**src/rtl/ext_pkg.sv**
```systemverilog
package ext_pkg;
    localparam int DEF_NUM_OPS  = 4;
    localparam int DEF_FIELD_W  = 5;
    localparam int DEF_EXTRA_W  = 3;
    localparam int DEF_CR_SEL_W = 3;

    typedef enum logic [1:0] {
        ROLE_DEST = 2'd0,
        ROLE_SRC1 = 2'd1,
        ROLE_SRC2 = 2'd2,
        ROLE_SRC3 = 2'd3
    } op_role_e;
endpackage

```
**src/rtl/ext_gpr_calc.sv**
```systemverilog
module ext_gpr_calc #(
    parameter int FIELD_W = 5,
    parameter int LO_W    = 2,
    localparam int NUM_W  = FIELD_W + LO_W
) (
    input  logic [FIELD_W-1:0] field,
    input  logic [LO_W-1:0]    lo,
    output logic [NUM_W-1:0]   num
);
    // standard field forms the high part, extra bits fill the bottom
    assign num = {field, lo};
endmodule

```
**src/rtl/ext_cr_calc.sv**
```systemverilog
module ext_cr_calc #(
    parameter int SEL_W  = 3,
    parameter int LO_W   = 2,
    localparam int NUM_W = SEL_W + LO_W + 1
) (
    input  logic [SEL_W-1:0] sel,
    input  logic [LO_W-1:0]  lo,
    output logic [NUM_W-1:0] num
);
    // CR suffix steps by two: only even sub-fields are reachable
    assign num = {sel, lo, 1'b0};
endmodule

```
**src/rtl/ext_lane.sv**
```systemverilog
module ext_lane #(
    parameter int FIELD_W  = 5,
    parameter int EXTRA_W  = 3,
    parameter int CR_SEL_W = 3,
    localparam int LO_W    = EXTRA_W - 1,
    localparam int INT_W   = FIELD_W + LO_W,
    localparam int CR_W    = CR_SEL_W + LO_W + 1,
    localparam int OUT_W   = (INT_W > CR_W) ? INT_W : CR_W
) (
    input  logic               valid,
    input  logic               is_cr,
    input  logic [FIELD_W-1:0] field,
    input  logic [EXTRA_W-1:0] extra,
    output logic [OUT_W-1:0]   num,
    output logic               vec
);
    logic [INT_W-1:0] gpr_num;
    logic [CR_W-1:0]  cr_num;

    ext_gpr_calc #(.FIELD_W(FIELD_W), .LO_W(LO_W)) u_gpr (
        .field (field),
        .lo    (extra[LO_W-1:0]),
        .num   (gpr_num)
    );

    ext_cr_calc #(.SEL_W(CR_SEL_W), .LO_W(LO_W)) u_cr (
        .sel   (field[CR_SEL_W-1:0]),
        .lo    (extra[LO_W-1:0]),
        .num   (cr_num)
    );

    always_comb begin
        num = '0;
        vec = 1'b0;
        if (valid) begin
            vec = extra[EXTRA_W-1];
            num = is_cr ? OUT_W'(cr_num) : OUT_W'(gpr_num);
        end
    end
endmodule

```
**src/rtl/ext_mapper.sv**
```systemverilog
module ext_mapper
    import ext_pkg::*;
#(
    parameter int NUM_OPS  = DEF_NUM_OPS,
    parameter int FIELD_W  = DEF_FIELD_W,
    parameter int EXTRA_W  = DEF_EXTRA_W,
    parameter int CR_SEL_W = DEF_CR_SEL_W,
    localparam int LO_W    = EXTRA_W - 1,
    localparam int INT_W   = FIELD_W + LO_W,
    localparam int CR_W    = CR_SEL_W + LO_W + 1,
    localparam int OUT_W   = (INT_W > CR_W) ? INT_W : CR_W
) (
    input  logic                       clk,
    input  logic                       rst_n,
    input  logic [NUM_OPS-1:0]         in_valid,
    input  logic [NUM_OPS-1:0]         in_is_cr,
    input  logic [NUM_OPS*FIELD_W-1:0] in_field,
    input  logic [NUM_OPS*EXTRA_W-1:0] in_extra,
    output logic [NUM_OPS*OUT_W-1:0]   out_num,
    output logic [NUM_OPS-1:0]         out_vec
);
    typedef struct packed {
        logic [OUT_W-1:0] num;
        logic             vec;
    } lane_t;

    typedef struct packed {
        lane_t [NUM_OPS-1:0] lane;
    } state_t;

    state_t state_d, state_q;

    logic [OUT_W-1:0]   lane_num [NUM_OPS];
    logic [NUM_OPS-1:0] lane_vec;

    // lane 0 = destination, lanes 1.. = sources (see op_role_e)
    for (genvar i = 0; i < NUM_OPS; i++) begin : g_lane
        ext_lane #(
            .FIELD_W  (FIELD_W),
            .EXTRA_W  (EXTRA_W),
            .CR_SEL_W (CR_SEL_W)
        ) u_lane (
            .valid (in_valid[i]),
            .is_cr (in_is_cr[i]),
            .field (in_field[i*FIELD_W +: FIELD_W]),
            .extra (in_extra[i*EXTRA_W +: EXTRA_W]),
            .num   (lane_num[i]),
            .vec   (lane_vec[i])
        );

        assign out_num[i*OUT_W +: OUT_W] = state_q.lane[i].num;
        assign out_vec[i]                = state_q.lane[i].vec;
    end

    always_comb begin
        state_d = state_q;
        for (int i = 0; i < NUM_OPS; i++) begin
            state_d.lane[i].num = lane_num[i];
            state_d.lane[i].vec = lane_vec[i];
        end
    end

    always_ff @(posedge clk or negedge rst_n) begin
        if (!rst_n) state_q <= '0;
        else        state_q <= state_d;
    end
endmodule

```
**config.mk**
```make
export PLATFORM = sky130hd
export DESIGN_NAME = ext_mapper
export DESIGN_NICKNAME = d
export VERILOG_FILES = /design/src/rtl/ext_pkg.sv /design/src/rtl/ext_gpr_calc.sv /design/src/rtl/ext_cr_calc.sv /design/src/rtl/ext_lane.sv /design/src/rtl/ext_mapper.sv
export SDC_FILE = /design/constraint.sdc
export NUM_CORES = 1
export LEC_CHECK = 0
export ABC_CLOCK_PERIOD_IN_PS = 800
export BUFFER_PORTS_ARGS = -buffer_cell sky130_fd_sc_hd__buf_2
export CORE_MARGIN = 3
export CORE_UTILIZATION = 39
export CTS_CLUSTER_DIAMETER = 60
export CTS_CLUSTER_SIZE = 30
export DETAILED_ROUTE_END_ITERATION = 16
export GPL_ROUTABILITY_DRIVEN = 0
export PLACE_DENSITY_LB_ADDON = 0.3
export SLEW_MARGIN = 20
export SYNTH_ARGS = -nofsm -noshare
export SYNTH_HDL_FRONTEND = slang
export SYNTH_SLANG_ARGS = --single-unit
export TNS_END_PERCENT = 20
```
**constraint.sdc**
```tcl
create_clock -name clk -period 0.8 [get_ports clk]
set_input_delay 0.12 -clock clk [delete_from_list [all_inputs] [get_ports clk]]
set_output_delay 0.12 -clock clk [all_outputs]
set_load 0.05 [all_outputs]
```
# After elaboration in Yosys (flattened, before gate mapping)
# Cells that the tools add are included.
# word_totals
regBits	32
out_inout_bits	32
mem_bits_ro	0
mem_bits_rw	0
wordCells	20
latchBits	0
in_bits	42
memories	0
# classes
n_mul	0
magnitude_cmp	0
mux	12
addsub	0
div_mod_pow	0
n_eq_ne	0
reduce_logical	0
shifts	0
bitwise_logic	0
# op_table
operator	count
7-bit two-way mux	8
1-bit two-way mux	4

# Logic depth before layout (Yosys ltp)
# depth
depth_word	2
mapped_depth	3
ltp_nobuf	2

# Cells and area by module
# A second synthesis with hierarchy kept.
# unflattened
cells_unflattened	148
area_unflattened_um2	1706.6
# by_module_without_submodules
mod	instances	seq_area_each_um2	area_per_inst_um2	cells_per_inst
ext_mapper	1	800.8	800.8	32
ext_lane	4	0.0	125.1	15
ext_gpr_calc	4	0.0	52.6	7
ext_cr_calc	4	0.0	48.8	7

# Worst setup path after synthesis
# No wires, ideal clock.
# synth_timing
path_type	reg2out
startpoint	register state_q (netlist bit out_num[0])
endpoint	output port out_num[0]
required_ps	680
stages_incl_launch_ff	1
arrival_ps	586
slack_ps	94
n_path_buf	0
cell_sequence	dfrtp_1
# synth_rtl
element	line	text
start: declaration	ext_mapper.sv:31	state_t state_d, state_q;
start signal: assignment	ext_mapper.sv:65	else state_q <= state_d;
end: declaration	ext_mapper.sv:19	output logic [NUM_OPS*OUT_W-1:0] out_num,
# No word-level cell between the ends.

# Worst setup path in the final report
# layout_timing
startpoint	register state_q (netlist bit out_vec[0])
endpoint	output port out_vec[0]
# layout_rtl
element	line	text
end: declaration	ext_mapper.sv:20	output logic [NUM_OPS-1:0] out_vec
# No word-level cell between the ends.

==> summary.txt <==
Finish
  • Net total in the final layout: 209
  • Fraction of final layout cells sized beyond drive strength 1: 0.524
  • Final instance count without filler cells: 212
  • Leading cell type in the layout, fill and taps excluded: sky130_fd_sc_hd__buf_2
  • Most used cells in the layout excluding fill and tap cells: sky130_fd_sc_hd__buf_2, sky130_fd_sc_hd__dfrtp_1, sky130_fd_sc_hd__buf_6, sky130_fd_sc_hd__mux2i_1, sky130_fd_sc_hd__nor2b_1
  • Final design area excluding fillers: 1950 µm²
  • Syn-to-layout area delta: 52.8%
  • Count of antenna diodes in the layout: 0
  • Final cell utilization of the core: 0.634

Placed design
  • Cell Area, Placed: 1670 µm²
  • Port Buffer Count: 73
  • Half-perimeter wire length after placement: 1960 µm
  • Placed Cells incl. Taps: 202
  • Setup slack at placement: 61.8 ps

Synth
  • Mapped cell area: 1280 µm²
  • Seq/Total Area, Yosys: 0.627
  • Cell count after synthesis: 88
  • Mean Syn Cell Area: 14.5 µm²
  • Synth unique cells: 6
  • Mapped Nets: 130
  • Post-synthesis register bit count: 32
  • Warnings, synthesis: 0

Clock tree
  • Buffer count from post-CTS setup fixing: 0
  • Clock buffer count from CTS: 5
  • Clock tree from TritonCTS: built
  • Number of H-tree levels: 2
  • Buffer depth of the longest clock path: 2
  • Cell at the root of the clock tree: sky130_fd_sc_hd__clkbuf_4
  • Sinks on the clock net: 32
  • Clock-pin transition on the worst setup and hold timing paths: 90 ps

Detailed routing
  • Iter 0 DRT Violations: 9
  • Via density per instance: 4.36
  • Routed wire length: 2580 µm
  • # DRC: 0
  • Mean routed wirelength per cell: 12.1 µm
  • Total via count in the routed design: 925
  • Detail Route Antenna Nets: 0
  • DRT Pass-1 Iters: 2

Worst setup path
  • Required arrival time at the worst endpoint: 680 ps
  • Category of the critical setup timing path: flop to primary output
  • Crit-path leading delay family: flip-flops
  • CP Buf/Inv Count: 1
  • Data arrival time of the critical path: 860 ps
  • Total number of cells along the worst setup path: 1
  • Worst setup SP type: flop
  • Cell-by-cell listing of the critical path: buf_6
  • Maximum fanout along the worst path: 1
  • Worst Setup End Kind: primary output
  • Delay of the slowest cell on the worst path: 400 ps
  • Highest-delay cell along the critical path: sky130_fd_sc_hd__dfrtp_1

Global routing
  • Number of global-route vias before repair: 931
  • Total grt overflow: 0
  • Global-route wire length before repair: 4310 µm
  • Largest net degree at the start of global routing: 33
  • GR Util All Layers: 0.145
  • Initial antenna violation count: 0

Timing
  • Final period utilization: 1.23
  • Final setup vio count: 32
  • Worst slew slack as a fraction of its limit: 0.880
  • Tightest hold margin: 15.5 ps
  • Setup TNS: -5180 ps
  • Slew at the pin closest to its max-slew limit: 175 ps
  • RSZ-0062 raised after global routing: true
  • Fmax: 1020 MHz
  • Total count of max-transition violations in the final report: 0
  • Final min period: 983 ps
  • Final hold violations: 0
  • Worst path setup slack after routing: -183 ps

Power and ir drop
  • Lkg Pwr: 1.05 nW
  • Maximum vdd drop: 1180 µV
  • Total power of the final layout: 3.51 mW
  • Power Density: 1800 nW/µm²

Worst hold path
  • Min-Delay Path Class: input pin to flop
  • Hold Path Sink: out_vec[2]
  • Number of instances on the worst hold path: 2
  • HP Start: in_extra[8]

Die
  • Num rows: 20
  • Starting utilization of the core area: 0.415
  • Width of the die: 63.2 µm
  • Full die area: 3990 µm²
  • Top Ports: 74
  • Core area: 3080 µm²
  • Die Span Y: 63.2 µm

Status
  • Violated checks: negative setup slack
  • Run status: complete, but fails checks

Job
  • Count of maximum capacitance violations: 0
## worst max-delay path by stage
stage | startpoint | endpoint | slack, ps
6_report | out_vec[0] | out_vec[0] | -180
5_1_grt | out_vec[0] | out_vec[0] | -240
4_1_cts | out_vec[0] | out_vec[0] | -210
3_5_place_dp | in_is_cr[2] | out_num[18] | 60
3_3_place_gp | out_num[16] | out_num[16] | 110
2_1_floorplan | out_num[0] | out_num[0] | 90
## what timing repair did
| action | CTS | global route |
|---|---|---|
| endpoints found under the hold margin | 33 | 0 |
| gates resized for setup | 64 | 0 |
| hold buffers | 2 | 0 |
| setup endpoints to repair | 32 | 32 |
## cell usage after synthesis, drive strengths merged
cell type | instances | area, µm²
and3b | 8 | 80.1
nor2b | 20 | 125
dfrtp | 32 | 801
and2 | 4 | 25.0
mux2i | 20 | 200
buf | 4 | 45.0
## power by group
| group | internal [mW] | total [mW] | switching [mW] | leakage (nW) |
|---|---|---|---|---|
| clock | 0.433 | 0.888 | 0.455 | 0.0326 |
| sequential | 1.71 | 1.75 | 0.0434 | 0.417 |
| combinational | 0.354 | 0.868 | 0.514 | 0.599 |
## layout make-up
class / count / area, µm²
fillers: 260 / 1130
repair buffers: 76 / 606
multi-input cells: 52 / 430
well taps: 44 / 55.1
clock buffers: 8 / 58.8
flip-flops and latches: 32 / 801
## sequential cells by signal, summed over array words and instances (netlist names)
register and flops:
out_num 28, out_vec 4
## cells by family after synthesis
| family | synth area share |
|---|---|
| AND/OR/NAND/NOR | 0.180 |
| flip-flops | 0.627 |
| multiplexers | 0.157 |
| buffers and inverters | 0.0353 |
## per-layer routing
metal / wire length, µm / track usage
met2: 1300 / 0.235
met4: 72 / 0.0916
met1: 925 / 0.150
met3: 273 / 0.0695
met5: 0 / 0
Note: power is estimated with default switching activity, not from simulation.
